File: config.mk
export PLATFORM = sky130hd
export DESIGN_NAME = seq_muldiv
export DESIGN_NICKNAME = d
export VERILOG_FILES = /design/src/rtl/seq_muldiv.sv
export SDC_FILE = /design/constraint.sdc
export NUM_CORES = 1
export LEC_CHECK = 0
export BUFFER_PORTS_ARGS = -buffer_cell sky130_fd_sc_hd__clkbuf_2
export CORE_UTILIZATION = 35
export CTS_BUF_LIST = sky130_fd_sc_hd__clkbuf_16
export CTS_CLUSTER_SIZE = 8
export DETAILED_ROUTE_END_ITERATION = 6
export PLACE_DENSITY = 0.64
export SLEW_MARGIN = 30
export SYNTH_ARGS = -nofsm -noshare
export SYNTH_HDL_FRONTEND = slang
export SYNTH_SLANG_ARGS = --single-unit
File: constraint.sdc
create_clock -name clk -period 3.33 [get_ports clk]
set_input_delay 0.333 -clock clk [delete_from_list [all_inputs] [get_ports clk]]
set_output_delay 0.333 -clock clk [all_outputs]
set_load 0.1 [all_outputs]
File: src/rtl/seq_muldiv.sv
module seq_muldiv #(
  parameter int W = 8
) (
  input  logic         clk,
  input  logic         rst_n,
  input  logic         go,
  input  logic         op,
  input  logic [W-1:0] a,
  input  logic [W-1:0] b,
  output logic         busy,
  output logic         fin,
  output logic [W-1:0] res_a,
  output logic [W-1:0] res_b,
  output logic         cy
);
  localparam int CW = $clog2(W + 1);

  logic         op_q;
  logic [W-1:0] acc;
  logic [W-1:0] lo;
  logic [W-1:0] opd;
  logic [CW-1:0] cnt;
  logic         finish;

  wire          accept = go && !busy;
  wire [W:0]    sum    = {1'b0, acc} + (lo[0] ? {1'b0, opd} : '0);
  wire [W:0]    shrem  = {acc, lo[W-1]};
  wire [W:0]    diff   = shrem - {1'b0, opd};
  wire          fits   = !diff[W];

  assign finish = busy && (cnt == CW'(1));

  always_ff @(posedge clk or negedge rst_n) begin
    if (!rst_n) begin
      busy  <= 1'b0;
      fin   <= 1'b0;
      op_q  <= 1'b0;
      acc   <= '0;
      lo    <= '0;
      opd   <= '0;
      cnt   <= '0;
      res_a <= '0;
      res_b <= '0;
      cy    <= 1'b0;
    end else begin
      fin <= 1'b0;
      if (accept) begin
        if (op && b == '0) begin
          res_a <= '1;
          res_b <= '0;
          cy    <= 1'b1;
          fin   <= 1'b1;
        end else begin
          busy <= 1'b1;
          op_q <= op;
          acc  <= '0;
          lo   <= op ? a : b;
          opd  <= op ? b : a;
          cnt  <= CW'(W);
        end
      end else if (busy) begin
        cnt <= cnt - 1'b1;
        if (!op_q) begin
          acc <= sum[W:1];
          lo  <= {sum[0], lo[W-1:1]};
        end else begin
          acc <= fits ? diff[W-1:0] : shrem[W-1:0];
          lo  <= {lo[W-2:0], fits};
        end
        if (finish) begin
          busy <= 1'b0;
          fin  <= 1'b1;
          cy   <= 1'b0;
          if (!op_q) begin
            res_a <= sum[W:1];
            res_b <= {sum[0], lo[W-1:1]};
          end else begin
            res_a <= {lo[W-2:0], fits};
            res_b <= fits ? diff[W-1:0] : shrem[W-1:0];
          end
        end
      end
    end
  end
endmodule


# Yosys cells after proc, flatten, opt, wreduce, memory -nomap -nowiden
# Cells that the tools add are included.
[word_totals]
reg_bits = 48
latch_bits = 0
ramBits = 0
romBits = 0
mem_count = 0
[classes]
n_addsub = 3
multipliers = 0
div = 0
magnitude_cmp = 0
n_eq_ne = 3
n_shift = 0
muxes = 37
bitwise_logic = 1
n_reduce_logical = 11
[op_table]
columns = ["cell", "n"]
rows = [
  ["2-to-1 mux 8 bit", 22],
  ["2-to-1 mux 1 bit", 12],
  ["2-to-1 mux 4 bit", 3],
  ["adder 8 x 8 -> 9 bit", 1],
  ["subtractor 9 x 8 -> 9 bit", 1],
  ["zero test 8 bit", 1],
  ["== test 4 x 1 -> 1 bit (second input constant)", 1],
  ["AND reduction 2 bit", 2],
  ["nonzero test 2 bit", 2],
  ["subtractor 4 x 1 -> 4 bit (second input constant)", 1],
  ["logical AND 1 bit", 3],
  ["AND reduction 3 bit", 1],
  ["zero test 1 bit", 2],
  ["!= test 2 x 1 -> 1 bit (second input constant)", 1],
  ["!= test 2 bit (second input constant)", 1],
  ["NOT 1 bit", 1],
]

# Longest topological paths before layout
[logic_depth]
depth_word = 6
mapped_depth = 10
ltp_nobuf = 9

# Worst setup path before layout
# No wires, ideal clock.
[synth_timing]
kind = "register to register"
startpoint = "register lo[7]"
endpoint = "register res_b[0]"
t_arrival_ps = 2313
slack_ps = 881
path_stages_with_launch = 10
path_buffers = 0
period_less_slack_ps = 2449
path_cell_list = "dfrtp_1 > inv_1 > ha_1 > fa_1 > nand2b_1 > a211oi_2 > mux2i_2 > a21oi_1 > a311oi_1 > o31ai_1"
[synth_via]
elab_chain_cells = 6
[synth_rtl]
columns = ["element", "line", "text"]
rows = [
  ["start: declaration", "20", "logic [W-1:0] lo;"],
  ["start signal: assignment", "57", "lo <= op ? a : b;"],
  ["start signal: assignment", "65", "lo <= {sum[0], lo[W-1:1]};"],
  ["start signal: assignment", "68", "lo <= {lo[W-2:0], fits};"],
  ["subtractor 9 x 8 -> 9 bit", "28", "wire [W:0] diff = shrem - {1'b0, opd};"],
  ["2-to-1 mux 8 bit (*)", "79", "res_b <= fits ? diff[W-1:0] : shrem[W-1:0];"],
  ["2-to-1 mux 8 bit (*)", "74", "if (!op_q) begin"],
  ["2-to-1 mux 8 bit (*)", "70", "if (finish) begin"],
  ["2-to-1 mux 8 bit (*)", "61", "end else if (busy) begin"],
  ["2-to-1 mux 8 bit (*)", "47", "if (accept) begin"],
  ["end signal: assignment", "76", "res_b <= {sum[0], lo[W-1:1]};"],
  ["end signal: assignment", "79", ""],
  ["end: declaration", "13", "output logic [W-1:0] res_b,"],
]
# Mark *: on every way between the ends. The rest lies on a longest branch, timed or not. The select of a mux whose other input is x is not followed.
# A chain may end at the register's enable or synchronous reset.

# Worst setup path in the final report
# Ends and elaborated chain as after synthesis.

==> tab_implementation.tex <==
\begin{tabular}{lr}
\hline
Metric & Value \\
\hline
\multicolumn{2}{l}{\textbf{Detailed routing}} \\
\quad Antenna Nets Post-Route & 0 \\
\quad Initial DRC count & 219 \\
\quad Total routed wirelength & 8660 µm \\
\quad Initial DRT Pass Iterations & 7 \\
\quad \# DRC & 2 \\
\quad Routed length per instance & between 15 and 20 µm \\
\quad Total via count after detailed routing & between 2000 and 3000 \\
\quad Post-detailed-route via-to-cell ratio & 5.62 \\
\multicolumn{2}{l}{\textbf{Clocking}} \\
\quad Clock tree from TritonCTS & built \\
\quad Clk root buf & clkbuf\_16 \\
\quad Worst-skew pair later-pin latency & between 200 and 300 ps \\
\quad Post-cts resize count & 0 \\
\quad Bufs on Longest Clock Path & 2 \\
\quad Clock net sink count & 48 \\
\quad CTS Buf Count & 5 \\
\quad Number of H-tree branching levels & 2 \\
\quad \# hold bufs at CTS & 0 \\
\quad CTS clock-pin slew for the worst setup and hold paths & 70 ps \\
\quad Number of setup buffers added after CTS & 0 \\
\multicolumn{2}{l}{\textbf{Global route}} \\
\quad Initial antenna violation count & 0 \\
\quad Total congestion overflow & 0 \\
\quad Maximum number of pins on one net before global-route repair & 35 \\
\quad First-pass GRT wire length & 14400 µm \\
\quad Tot GR Track Use & 19.1\% \\
\quad Via count of the first global-routing pass & 2772 \\
\multicolumn{2}{l}{\textbf{Logic synthesis}} \\
\quad Number of warnings issued by yosys & 0 \\
\quad EDFF count, synth & 0 \\
\quad Sequential fraction of the synthesis area & 37.5\% \\
\quad Leading area contributor after synthesis & dfrtp\_1 \\
\quad Library cells used by synthesis & 56 \\
\quad Syn nets & 396 \\
\quad Top post-synthesis cells by area & dfrtp\_1 38\%, ha\_1 7.0\%, mux2i\_1 5.0\% \\
\quad Mean area per synthesized cell & 8.99 µm² \\
\quad Fraction of synthesized cell area taken by the top area cell type & 37.5\% \\
\quad Predominant post-synthesis flop cell & dfrtp\_1 \\
\quad Async set-or-reset flop fraction in the synthesized netlist & 100\% \\
\quad Netlist Area Pre-Place & 0.00320 mm² \\
\quad Cell count after synthesis & 356 \\
\quad Seq cells post-synth & 48 \\
\multicolumn{2}{l}{\textbf{Final layout}} \\
\quad Most frequent cells in the layout & 48 x dfrtp\_1, 38 x clkbuf\_2, 30 x nand2\_1 \\
\quad Final nets & 433 \\
\quad Filler instances & 871 \\
\quad Most common cell after layout, fill and taps aside & dfrtp\_1 \\
\quad Signed area change from the synthesized netlist to the final layout & 15.2\% \\
\quad Share of cells above drive strength 1 & 17.8\% \\
\quad Footprint of the flip-flops and latches & 0.00120 mm² \\
\quad Antenna cells & 0 \\
\quad Area occupied by multi-input gates & 0.00188 mm² \\
\multicolumn{2}{l}{\textbf{Critical path}} \\
\quad Launch point of the worst path & lo[7] \\
\quad Worst-case reg-to-reg path depth & 9 \\
\quad Minimum setup slack among reg-to-reg paths & 600 ps \\
\quad Reg-to-reg startpoint & lo[7] \\
\quad Slowest Stage Delay on Critical Path & 410 ps \\
\quad Timing endpoint of the critical path & res\_b[0] \\
\quad Slowest stage cell on the critical path & dfrtp\_1 \\
\quad Worst R2R End & res\_b[0] \\
\quad Crit path capture type & register \\
\quad Maximum fanout encountered on the critical timing path & 5 \\
\quad Type of element launching the critical path & register \\
\quad Classification of the worst setup path & reg -> reg \\
\quad Data arrival at the endpoint of the critical path & 2900 ps \\
\quad Required time of the critical path & 3500 ps \\
\quad Sequence of cells on the critical path & inv\_1 > ha\_1 > fa\_1 > nand2b\_1 > a211oi\_2 > mux2i\_2 > a21oi\_1 > a311oi\_1 > o31ai\_1 \\
\multicolumn{2}{l}{\textbf{Run}} \\
\quad Max-cap violation count & 0 \\
\multicolumn{2}{l}{\textbf{STA}} \\
\quad Least-Margin Pin Slew & approximately 820 ps \\
\quad Clock skew & a little over 5 ps \\
\quad Pins over their slew limit & 0 \\
\quad RSZ-0062 raised after global routing & no \\
\quad Number of hold violations in the final report & 0 \\
\quad Final number of setup-violating endpoints & 0 \\
\quad Total Neg Setup Slack & 0 ps \\
\quad Fmax achieved & 0.366 GHz \\
\quad Headroom to the max-slew limit & $\sim$45\% \\
\quad Final critical path time including I/O delays and setup & 2730 ps \\
\quad Portion of the clock cycle consumed by the worst path in the final layout & 82.1\% \\
\multicolumn{2}{l}{\textbf{Die}} \\
\quad Die area & 0.00953 mm² \\
\quad IO Pins & 39 \\
\quad Horizontal extent of the die & approximately 98 µm \\
\quad Starting Density & 36.3\% \\
\quad Die Height & 97.6 µm \\
\quad FP Rows & 34 \\
\quad Placeable core area & 0.00881 mm² \\
\multicolumn{2}{l}{\textbf{Outcome}} \\
\quad Violated checks & design-rule violations \\
\quad Run status & finished, violations left \\
\multicolumn{2}{l}{\textbf{Placed design}} \\
\quad RePlAce Congestion & 0.950 \\
\quad Half-perimeter wire length of the detailed placement result & 6620 µm \\
\quad Number of input and output port buffers inserted & 38 \\
\multicolumn{2}{l}{\textbf{Min path}} \\
\quad Path category of the worst min-delay check & in -> async \\
\hline
\end{tabular}
## flip-flops by register name, indices dropped and copies added (netlist names)
name,cells
acc,8
lo,8
opd,8
res_a,8
res_b,8
cnt,4
busy,1
cy,1
fin,1
op_q,1
## layout make-up
cell class              count  area share (%)
multi-input cells         275            50.9
flip-flops and latches     48            32.6
repair buffers             45            6.58
well taps                 108            3.66
clock buffers               5            3.39
inverters                  18            1.83
clock inverters             3            1.05
## worst min path at each step
stage                from  endpoint  slack (ps)
finish              rst_n    acc[7]         130
global route        rst_n    acc[7]         190
CTS                 rst_n    acc[6]         170
detailed placement     cy        cy         470
global placement       cy        cy         460
floorplan           rst_n    acc[0]          40
## Yosys cell counts (all sizes together), types with 2 or more instances
cell type / n
nor3: 4
a311oi: 2
a21o: 11
a211oi: 16
inv: 18
nand2b: 5
xnor2: 2
o21a: 4
a31oi: 2
nor4: 2
nand3: 5
o22ai: 2
a22oi: 4
fa: 2
a32oi: 2
a21oi: 30
mux2: 4
dfrtp: 48
nor2b: 8
xor2: 6
o21ai: 39
a221oi: 3
nor2: 29
and2: 9
mux2i: 17
nand2: 31
ha: 18
buf: 3
clkbuf: 12
## worst max-delay path, delay by kind of cell, from the launching register on
family	cells	cell delay, ps
fa+ha+maj	2	620
buf+inv	1	80
flops	1	410
mux	1	400
compound gates	4	910
simple gates	1	210
## logic make-up after synthesis
family / count (synthesis) / synth area share, %
adder cells (fa/ha/maj): 20 / 8.29
AO/OA/AOI/OAI: 125 / 25.8
XOR/XNOR: 8 / 2.19
AND/OR/NAND/NOR: 101 / 15.3
multiplexers: 21 / 6.96
flip-flops: 48 / 37.5
buffers and inverters: 33 / 3.99
## per-stage QoR
| stage | utilization (%) | hold slack (ps) | cells | setup slack (ps) | area (µm²) |
|---|---|---|---|---|---|
| 2_1_floorplan | - | 37.4 | 356 | 881 | 3200 |
| 3_3_place_gp | 40.0 | 463 | 494 | 714 | 3520 |
| 3_5_place_dp | 40.0 | 469 | 494 | 638 | 3520 |
| 4_1_cts | 41.9 | 174 | 502 | 626 | 3690 |
| 5_1_grt | 41.9 | 189 | 502 | 391 | 3690 |
| 6_report | 41.9 | 127 | 502 | 595 | 3690 |
## metal layers
| metal | vias to the layer above | global-route usage [%] | part of all wire [%] |
|---|---|---|---|
| met5 | - | 0 | 0 |
| met4 | 0 | 5.24 | 1.8 |
| met3 | 17 | 2.59 | 5.0 |
| met2 | 88 | 29.4 | 44 |
| met1 | 1348 | 27.9 | 49 |
| li1 | 1370 | - | - |
Power is left out: the tool's default activity adds up to more than one toggle a clock period on the data nets, which glitch-free logic cannot reach.
